`src/rtl/frame_ctl_pkg.sv`:
```
package frame_ctl_pkg;
  localparam logic [5:0] OP_MARK    = 6'd11;
  localparam logic [5:0] OP_CALL    = 6'd12;
  localparam logic [5:0] OP_ENTER   = 6'd13;
  localparam logic [5:0] OP_RETURN  = 6'd14;
  localparam logic [5:0] OP_ALLOC   = 6'd62;
  localparam logic [5:0] OP_RELEASE = 6'd63;
  localparam int unsigned HDR_WORDS = 4;

  typedef enum logic [3:0] {
    ST_IDLE, ST_LINK_RQ, ST_LINK_RS, ST_MARK_SL, ST_MARK_DL, ST_CALL,
    ST_FILL, ST_RA_RQ, ST_RA_RS, ST_DL_RQ, ST_DL_RS, ST_DONE
  } fc_state_t;
endpackage

```
`src/rtl/frame_room.sv`:
```
module frame_room #(
  parameter int unsigned ADDR_W = 16,
  parameter int unsigned NEED_W = 20
) (
  input  logic [ADDR_W-1:0] lo_ptr,
  input  logic [ADDR_W-1:0] hi_ptr,
  input  logic [NEED_W-1:0] need,
  output logic              fits
);
  localparam int unsigned CMP_W = (ADDR_W > NEED_W ? ADDR_W : NEED_W) + 1;
  logic [ADDR_W-1:0] gap;
  always_comb begin
    gap  = hi_ptr - lo_ptr;
    fits = CMP_W'(need) <= CMP_W'(gap);
  end
endmodule

```
`src/rtl/frame_seq.sv`:
```
module frame_seq
  import frame_ctl_pkg::*;
#(
  parameter int unsigned ADDR_W = 16,
  parameter int unsigned PC_W   = 20,
  parameter logic [31:0] UNDEF  = 32'hA5A5_5A5A
) (
  input  logic              clk,
  input  logic              rst_n,
  input  logic              cmd_valid,
  output logic              cmd_ready,
  input  logic [5:0]        cmd_op,
  input  logic [3:0]        cmd_p,
  input  logic [19:0]       cmd_q,
  input  logic [PC_W-1:0]   cmd_pc,
  input  logic              room_ok,
  output logic [19:0]       room_need,
  output logic              mem_req,
  output logic              mem_we,
  output logic [ADDR_W-1:0] mem_addr,
  output logic [31:0]       mem_wdata,
  input  logic [31:0]       mem_rdata,
  output logic [ADDR_W-1:0] sp,
  output logic [ADDR_W-1:0] mp,
  output logic [ADDR_W-1:0] np,
  output logic              done,
  output logic              overflow,
  output logic              branch_valid,
  output logic [PC_W-1:0]   branch_target,
  output logic [ADDR_W-1:0] alloc_addr
);
  localparam logic [ADDR_W-1:0] SP_RST = ADDR_W'(HDR_WORDS - 1);

  fc_state_t         state;
  logic [ADDR_W-1:0] link, base;
  logic [19:0]       cnt, q_r;
  logic [3:0]        p_r;
  logic [PC_W-1:0]   pc_r;
  logic              accept;

  assign accept    = cmd_valid && cmd_ready;
  assign cmd_ready = (state == ST_IDLE);
  assign done      = (state == ST_DONE);
  assign room_need = (cmd_op == OP_MARK) ? 20'(HDR_WORDS) : cmd_q;

  always_comb begin
    mem_req = 1'b0; mem_we = 1'b0; mem_addr = '0; mem_wdata = '0;
    unique case (state)
      ST_LINK_RQ: begin mem_req = 1'b1; mem_addr = link + ADDR_W'(1); end
      ST_MARK_SL: begin mem_req = 1'b1; mem_we = 1'b1; mem_addr = sp + ADDR_W'(2); mem_wdata = 32'(link); end
      ST_MARK_DL: begin mem_req = 1'b1; mem_we = 1'b1; mem_addr = sp + ADDR_W'(3); mem_wdata = 32'(mp); end
      ST_CALL:    begin mem_req = 1'b1; mem_we = 1'b1; mem_addr = base + ADDR_W'(3); mem_wdata = 32'(pc_r); end
      ST_FILL:    begin mem_req = 1'b1; mem_we = 1'b1; mem_addr = sp + ADDR_W'(1); mem_wdata = UNDEF; end
      ST_RA_RQ:   begin mem_req = 1'b1; mem_addr = mp + ADDR_W'(3); end
      ST_DL_RQ:   begin mem_req = 1'b1; mem_addr = mp + ADDR_W'(2); end
      default: ;
    endcase
  end

  always_ff @(posedge clk) begin
    if (!rst_n) begin
      state <= ST_IDLE; sp <= SP_RST; mp <= '0; np <= '1;
      link <= '0; base <= '0; cnt <= '0; q_r <= '0; p_r <= '0; pc_r <= '0;
      overflow <= 1'b0; branch_valid <= 1'b0; branch_target <= '0; alloc_addr <= '0;
    end else begin
      unique case (state)
        ST_IDLE: if (accept) begin
          q_r <= cmd_q; p_r <= cmd_p; pc_r <= cmd_pc;
          state <= ST_DONE;
          unique case (cmd_op)
            OP_MARK: if (!room_ok) overflow <= 1'b1;
                     else begin
                       link <= mp; cnt <= 20'(cmd_p);
                       state <= (cmd_p == 4'd0) ? ST_MARK_SL : ST_LINK_RQ;
                     end
            OP_CALL: begin
              base  <= sp - ADDR_W'(cmd_p) - ADDR_W'(3);
              state <= ST_CALL;
            end
            OP_ENTER: if (!room_ok) overflow <= 1'b1;
                      else if (cmd_q != 20'd0) begin cnt <= cmd_q; state <= ST_FILL; end
            OP_RETURN: state <= ST_RA_RQ;
            OP_ALLOC: if (!room_ok) overflow <= 1'b1;
                      else begin alloc_addr <= np; np <= np - ADDR_W'(cmd_q); end
            OP_RELEASE: if (cmd_q[ADDR_W-1:0] < sp) overflow <= 1'b1;
                        else np <= cmd_q[ADDR_W-1:0];
            default: ;
          endcase
        end
        ST_LINK_RQ: state <= ST_LINK_RS;
        ST_LINK_RS: begin
          link  <= mem_rdata[ADDR_W-1:0];
          cnt   <= cnt - 20'd1;
          state <= (cnt == 20'd1) ? ST_MARK_SL : ST_LINK_RQ;
        end
        ST_MARK_SL: state <= ST_MARK_DL;
        ST_MARK_DL: begin sp <= sp + ADDR_W'(HDR_WORDS); state <= ST_DONE; end
        ST_CALL: begin
          mp <= base; branch_valid <= 1'b1; branch_target <= PC_W'(q_r); state <= ST_DONE;
        end
        ST_FILL: begin
          sp  <= sp + ADDR_W'(1);
          cnt <= cnt - 20'd1;
          if (cnt == 20'd1) state <= ST_DONE;
        end
        ST_RA_RQ: state <= ST_RA_RS;
        ST_RA_RS: begin branch_target <= mem_rdata[PC_W-1:0]; state <= ST_DL_RQ; end
        ST_DL_RQ: state <= ST_DL_RS;
        ST_DL_RS: begin
          mp <= mem_rdata[ADDR_W-1:0];
          sp <= (p_r == 4'd1) ? mp : mp - ADDR_W'(1);
          branch_valid <= 1'b1;
          state <= ST_DONE;
        end
        ST_DONE: begin overflow <= 1'b0; branch_valid <= 1'b0; state <= ST_IDLE; end
        default: state <= ST_IDLE;
      endcase
    end
  end

  assert_no_cross_R3: assert property (@(posedge clk) disable iff (!rst_n) sp <= np);
  assert_refused_keeps_ptrs_R3: assert property (@(posedge clk) disable iff (!rst_n)
    overflow |-> ($stable(sp) && $stable(mp) && $stable(np)));
  assert_done_reopens_R2: assert property (@(posedge clk) disable iff (!rst_n) done |=> cmd_ready);
  assert_flags_only_at_done_R2: assert property (@(posedge clk) disable iff (!rst_n)
    (overflow || branch_valid) |-> done);
  assert_no_mem_when_idle_R2: assert property (@(posedge clk) disable iff (!rst_n) mem_req |-> !cmd_ready);
  assert_call_branches_R5: assert property (@(posedge clk) disable iff (!rst_n)
    (state == ST_CALL) |=> (branch_valid && done));
  assert_alloc_returns_np_R8: assert property (@(posedge clk) disable iff (!rst_n)
    (accept && cmd_op == OP_ALLOC && room_ok) |=> (alloc_addr == $past(np)));
endmodule

```
`src/rtl/frame_ctl.sv`:
```
module frame_ctl #(
  parameter int unsigned ADDR_W = 16,
  parameter int unsigned PC_W   = 20,
  parameter logic [31:0] UNDEF  = 32'hA5A5_5A5A
) (
  input  logic              clk,
  input  logic              rst_n,
  input  logic              cmd_valid,
  output logic              cmd_ready,
  input  logic [5:0]        cmd_op,
  input  logic [3:0]        cmd_p,
  input  logic [19:0]       cmd_q,
  input  logic [PC_W-1:0]   cmd_pc,
  output logic              mem_req,
  output logic              mem_we,
  output logic [ADDR_W-1:0] mem_addr,
  output logic [31:0]       mem_wdata,
  input  logic [31:0]       mem_rdata,
  output logic [ADDR_W-1:0] sp,
  output logic [ADDR_W-1:0] mp,
  output logic [ADDR_W-1:0] np,
  output logic              done,
  output logic              overflow,
  output logic              branch_valid,
  output logic [PC_W-1:0]   branch_target,
  output logic [ADDR_W-1:0] alloc_addr
);
  logic        room_ok;
  logic [19:0] room_need;

  frame_room #(.ADDR_W(ADDR_W), .NEED_W(20)) u_room (
    .lo_ptr(sp), .hi_ptr(np), .need(room_need), .fits(room_ok)
  );

  frame_seq #(.ADDR_W(ADDR_W), .PC_W(PC_W), .UNDEF(UNDEF)) u_seq (
    .clk(clk), .rst_n(rst_n),
    .cmd_valid(cmd_valid), .cmd_ready(cmd_ready), .cmd_op(cmd_op),
    .cmd_p(cmd_p), .cmd_q(cmd_q), .cmd_pc(cmd_pc),
    .room_ok(room_ok), .room_need(room_need),
    .mem_req(mem_req), .mem_we(mem_we), .mem_addr(mem_addr),
    .mem_wdata(mem_wdata), .mem_rdata(mem_rdata),
    .sp(sp), .mp(mp), .np(np), .done(done), .overflow(overflow),
    .branch_valid(branch_valid), .branch_target(branch_target),
    .alloc_addr(alloc_addr)
  );
endmodule

```
`config.mk`:
```
export PLATFORM = sky130hd
export DESIGN_NAME = frame_ctl
export DESIGN_NICKNAME = d
export VERILOG_FILES = /design/src/rtl/frame_ctl_pkg.sv /design/src/rtl/frame_room.sv /design/src/rtl/frame_seq.sv /design/src/rtl/frame_ctl.sv
export SDC_FILE = /design/constraint.sdc
export NUM_CORES = 1
export LEC_CHECK = 0
export ABC_AREA = 1
export BUFFER_PORTS_ARGS = -buffer_cell sky130_fd_sc_hd__buf_2
export CORE_ASPECT_RATIO = 0.7
export CORE_MARGIN = 2
export CORE_UTILIZATION = 45
export CTS_CLUSTER_SIZE = 24
export DETAILED_ROUTE_END_ITERATION = 12
export PLACE_DENSITY = 0.75
export RECOVER_POWER = 100
export SLEW_MARGIN = 15
export SYNTH_ARGS = -nofsm -noshare
export SYNTH_HDL_FRONTEND = slang
export SYNTH_SLANG_ARGS = --single-unit
export TNS_END_PERCENT = 5
```
`constraint.sdc`:
```
create_clock -name clk -period 7.8 [get_ports clk]
set_input_delay 0.78 -clock clk [delete_from_list [all_inputs] [get_ports clk]]
set_output_delay 0.78 -clock clk [all_outputs]
set_load 0.01 [all_outputs]
```
==> impl_metrics.csv <==
group,metric,value,unit
placement,hpwl,45600,µm
clock_network,cts_max_path_buffers,2,
finish,syn2layout_area_growth,10.6,%
global_route,grt_pass1_wl,88600,µm
route,wl_per_cell,20.9,µm
clock_network,cts_tree,"built",
clock_network,cts_setup_buffers,0,
timing,setup-violations-final,0,
global_route,grt_max_degree,73,
clock_network,numCtsBuffers,17,
floorplanning,fp.dieW,216,µm
setup_path,critPathBufInv,2,
route,drcViolationCount,0,
route,met2WireLength,22200,µm
status,status,"finished with violations",
timing,grt_setup_unrepaired,"false",
power,p_per_area,255,nW/µm²
floorplanning,start_util,45.6,%
route,vias_per_cell,5.87,
finish,fill_cells,3333,
finish,drive_above_1_share,6.60,%
status,violations,"capacitance limit, slew limit",
global_route,overflow,0,
floorplanning,die_y,152,µm
global_route,antenna_found_initial,1,
setup_path,slowest_stage,"nor2_1",
timing,setup_tns,0,ns
setup_path,r2r_end,"u_seq.alloc_addr[4]$_SDFFE_PN0P_",
setup_path,cp_common_cell,"nand2_1",
route,dr_wl_met3,9170,µm
logic_synthesis,netlist_area,14200,µm²
logic_synthesis,synth_ff_type,"dfxtp_1",
global_route,track_usage,35.1,%
setup_path,r2r_slack,1.70,ns
timing,max-slew-margin-rel,-48.0,%
route,num_vias,16600,
min_path,whs_path_depth,2,
logic_synthesis,synth.avg_cell_area,6.26,µm²
timing,fmax,157,MHz
floorplanning,fp.coreArea,31100,µm²
route,drt-met1-wl,26100,µm
setup_path,cp.required,7.02,ns
floorplanning,fp.dieArea,32900,µm²
clock_network,ctsHoldBuffers,0,
finish,antennaDiodeCount,0,
setup_path,startpoint_type,"flop",
logic_synthesis,ys_seq_elements,186,
setup_path,crit_chain,"clkinvlp_2 -> nand2_1 -> nor2_1 -> nand2_1 -> o211ai_1 -> o21ai_0 -> nor2_1 -> nand2_1 -> nor2_1 -> nand2_1 -> nand2_1 -> nand3_1 -> nand3b_1 -> clkbuf_1",
min_path,hold_path_end,"u_seq.pc_r[16]$_SDFFE_PN0P_",
job,drv_cap,4,
setup_path,reg2reg_depth,12,
finish,register_area,3720,µm²
setup_path,crit_family,"simple AND/OR/NAND/NOR gates",
placement,io_buffers,204,
clock_network,cts_sinks,186,
setup_path,slowest_delay,1.63,ns
logic_synthesis,ys_types,57,
min_path,min_from,"u_seq.pc_r[16]$_SDFFE_PN0P_",
setup_path,crit_type,"flop to output pin",
logic_synthesis,yosysWarnings,0,
clock_network,post_cts_resized,0,
route,wl,59200,µm
route,drtIter0Drc,2182,
power,worst_ir_drop_vdd,130,µV
setup_path,cp-end-kind,"output pin",
setup_path,arrival,5.60,ns
finish,fin_util,50.4,%
timing,worst_pin_slew,2.22,ns
min_path,hold_class,"flop to flop",
global_route,grt_pass1_vias,14800,
timing,period_needed,6.38,ns
logic_synthesis,ys_top_cells_by_area,"dfxtp_1 (26%), nand2_1 (12%), o21ai_0 (8.4%), inv_1 (7.2%), nor2_1 (6.8%)",
clock_network,htree_num_levels,4,
route,antenna_left,0,
route,firstDrtPassIters,6,
logic_synthesis,synth_top_cell_area_share,26.3,%
timing,fin_crit_sh,81.8,%
clock_network,cts_root_buffer,"clkbuf_16",
timing,hold_violations,0,
floorplanning,num_rows,54,
clock_network,clk_pin_slew,0.08,ns
setup_path,crit_fanout,27,
timing,drv_slew,147,
logic_synthesis,yosysTopAreaCell,"dfxtp_1",
route,top_layer_used,"met5",
power,p_leak,6.82,nW
finish,fin_nets,2562,
logic_synthesis,synth-seq-area-share,26.3,%
timing,skew,0.0148,ns
clock_network,clkLatencyLatePin,0.46,ns
floorplanning,io_pins,223,
logic_synthesis,synth_edf_count,0,
logic_synthesis,syn_inst,2262,
placement,place_congestion,1.06,
logic_synthesis,ys_async_sr_fraction,0,%
finish,multi_input_area,8740,µm²
setup_path,rr_startpoint,"u_seq.state[1]$_SDFFE_PN0P_",
==> Yosys cell counts, types with 19 or more instances <==
cell,count
nand3_1,137
nand2_1,452
dfxtp_1,186
nand4_1,36
a31oi_1,24
o21ai_0,239
buf_2,19
clkbuf_1,63
o21ai_1,19
ha_1,77
nor3_1,45
inv_1,270
xor2_1,24
nor2_1,257
a21oi_1,187
==> through the flow <==
step | instances | worst slack, ns | area [µm²] | power [W] | hold slack, ns
after global placement | 2798 | 2.59 | 15300 | 0.00305 | 0.435
after floorplan | 2267 | 4.11 | 14200 | 0.00259 | 0.425
after detailed placement | 2798 | 2.45 | 15300 | 0.00310 | 0.442
after global routing | 2830 | 1.01 | 15700 | 0.00428 | 0.487
final | 2830 | 1.42 | 15700 | 0.00400 | 0.450
after CTS | 2830 | 2.42 | 15900 | 0.00400 | 0.455
==> area by class of cell <==
class,count,share of cell area [%]
timing repair buffer,220,6.15
multi-input combinational,1681,55.8
inverter,291,6.98
clock inverter,14,1.10
tap,420,3.36
sequential,186,23.8
clock buffer,18,2.80
==> how the worst max path moves through the flow <==
stage	from	end	slack (ns)	cells after the start
CTS	u_seq.sp[12]$_SDFFE_PN0P_	u_seq.cnt[2]$_SDFFE_PN0P_	2.42	19
finish	u_seq.state[1]$_SDFFE_PN0P_	mem_addr[13]	1.42	14
floorplan	u_seq.np[0]$_SDFFE_PN1P_	u_seq.np[15]$_SDFFE_PN1P_	4.11	25
detailed placement	u_seq.sp[12]$_SDFFE_PN0P_	u_seq.cnt[2]$_SDFFE_PN0P_	2.45	19
global placement	u_seq.sp[12]$_SDFFE_PN0P_	u_seq.cnt[12]$_SDFFE_PN0P_	2.59	19
global route	u_seq.state[1]$_SDFFE_PN0P_	u_seq.base[5]$_SDFFE_PN0P_	1.01	11
==> kinds of logic after synthesis <==
kind of cell             share of synthesized area (%)
AO/OA/AOI/OAI                                     22.5
buffers and inverters                             11.5
adder cells (fa/ha/maj)                           7.23
XOR/XNOR                                          2.10
AND/OR/NAND/NOR                                   30.3
other                                           0.0265
flip-flops                                        26.3
multiplexers                                    0.0795
==> worst min-delay path, stage by stage, from the launching register on <==
cell	delay [ns]
dfxtp_1	0.30
inv_1	0.05
a21oi_1	0.05
==> registers in the layout (all words and copies together), names as in the netlist <==
signal	count
u_seq.branch_target	20
u_seq.q_r	20
u_seq.base	16
u_seq.state	4
u_seq.link	16
u_seq.branch_valid	1
u_seq.pc_r	20
u_seq.np	16
u_seq.sp	16
u_seq.p_r	4
u_seq.overflow	1
u_seq.cnt	20
u_seq.mp	16
u_seq.alloc_addr	16
==> power by group <==
group          switching [W]  internal, W  total, W
Clock               0.000462     0.000444  0.000906
Sequential          0.000165      0.00110   0.00127
Combinational        0.00126     0.000558   0.00182
==> cells in the final DEF (no fill, tap or decap), types with 11 or more instances in the layout <==
master | netlist | routed
nand2_1 | 452 | 456
inv_1 | 270 | 276
nor2_1 | 257 | 266
o21ai_0 | 239 | 243
a21oi_1 | 187 | 187
dfxtp_1 | 186 | 186
nand3_1 | 137 | 138
clkbuf_1 | 63 | 131
buf_2 | 19 | 79
ha_1 | 77 | 77
nor3_1 | 45 | 44
nand4_1 | 36 | 36
xor2_1 | 24 | 24
a31oi_1 | 24 | 24
clkbuf_16 | 0 | 17
o21ai_1 | 19 | 15
o221ai_1 | 14 | 14
o22ai_1 | 14 | 14
nand3b_1 | 13 | 13
o2111ai_1 | 11 | 11
==> routing by layer <==
layer / global-route usage (%) / vias to the layer above
li1: - / 7808
met1: 51.1 / 7652
met4: 9.92 / 2
met5: 1.45 / -
met3: 14.7 / 111
met2: 46.2 / 1030
(Power assumes the default switching activity.)
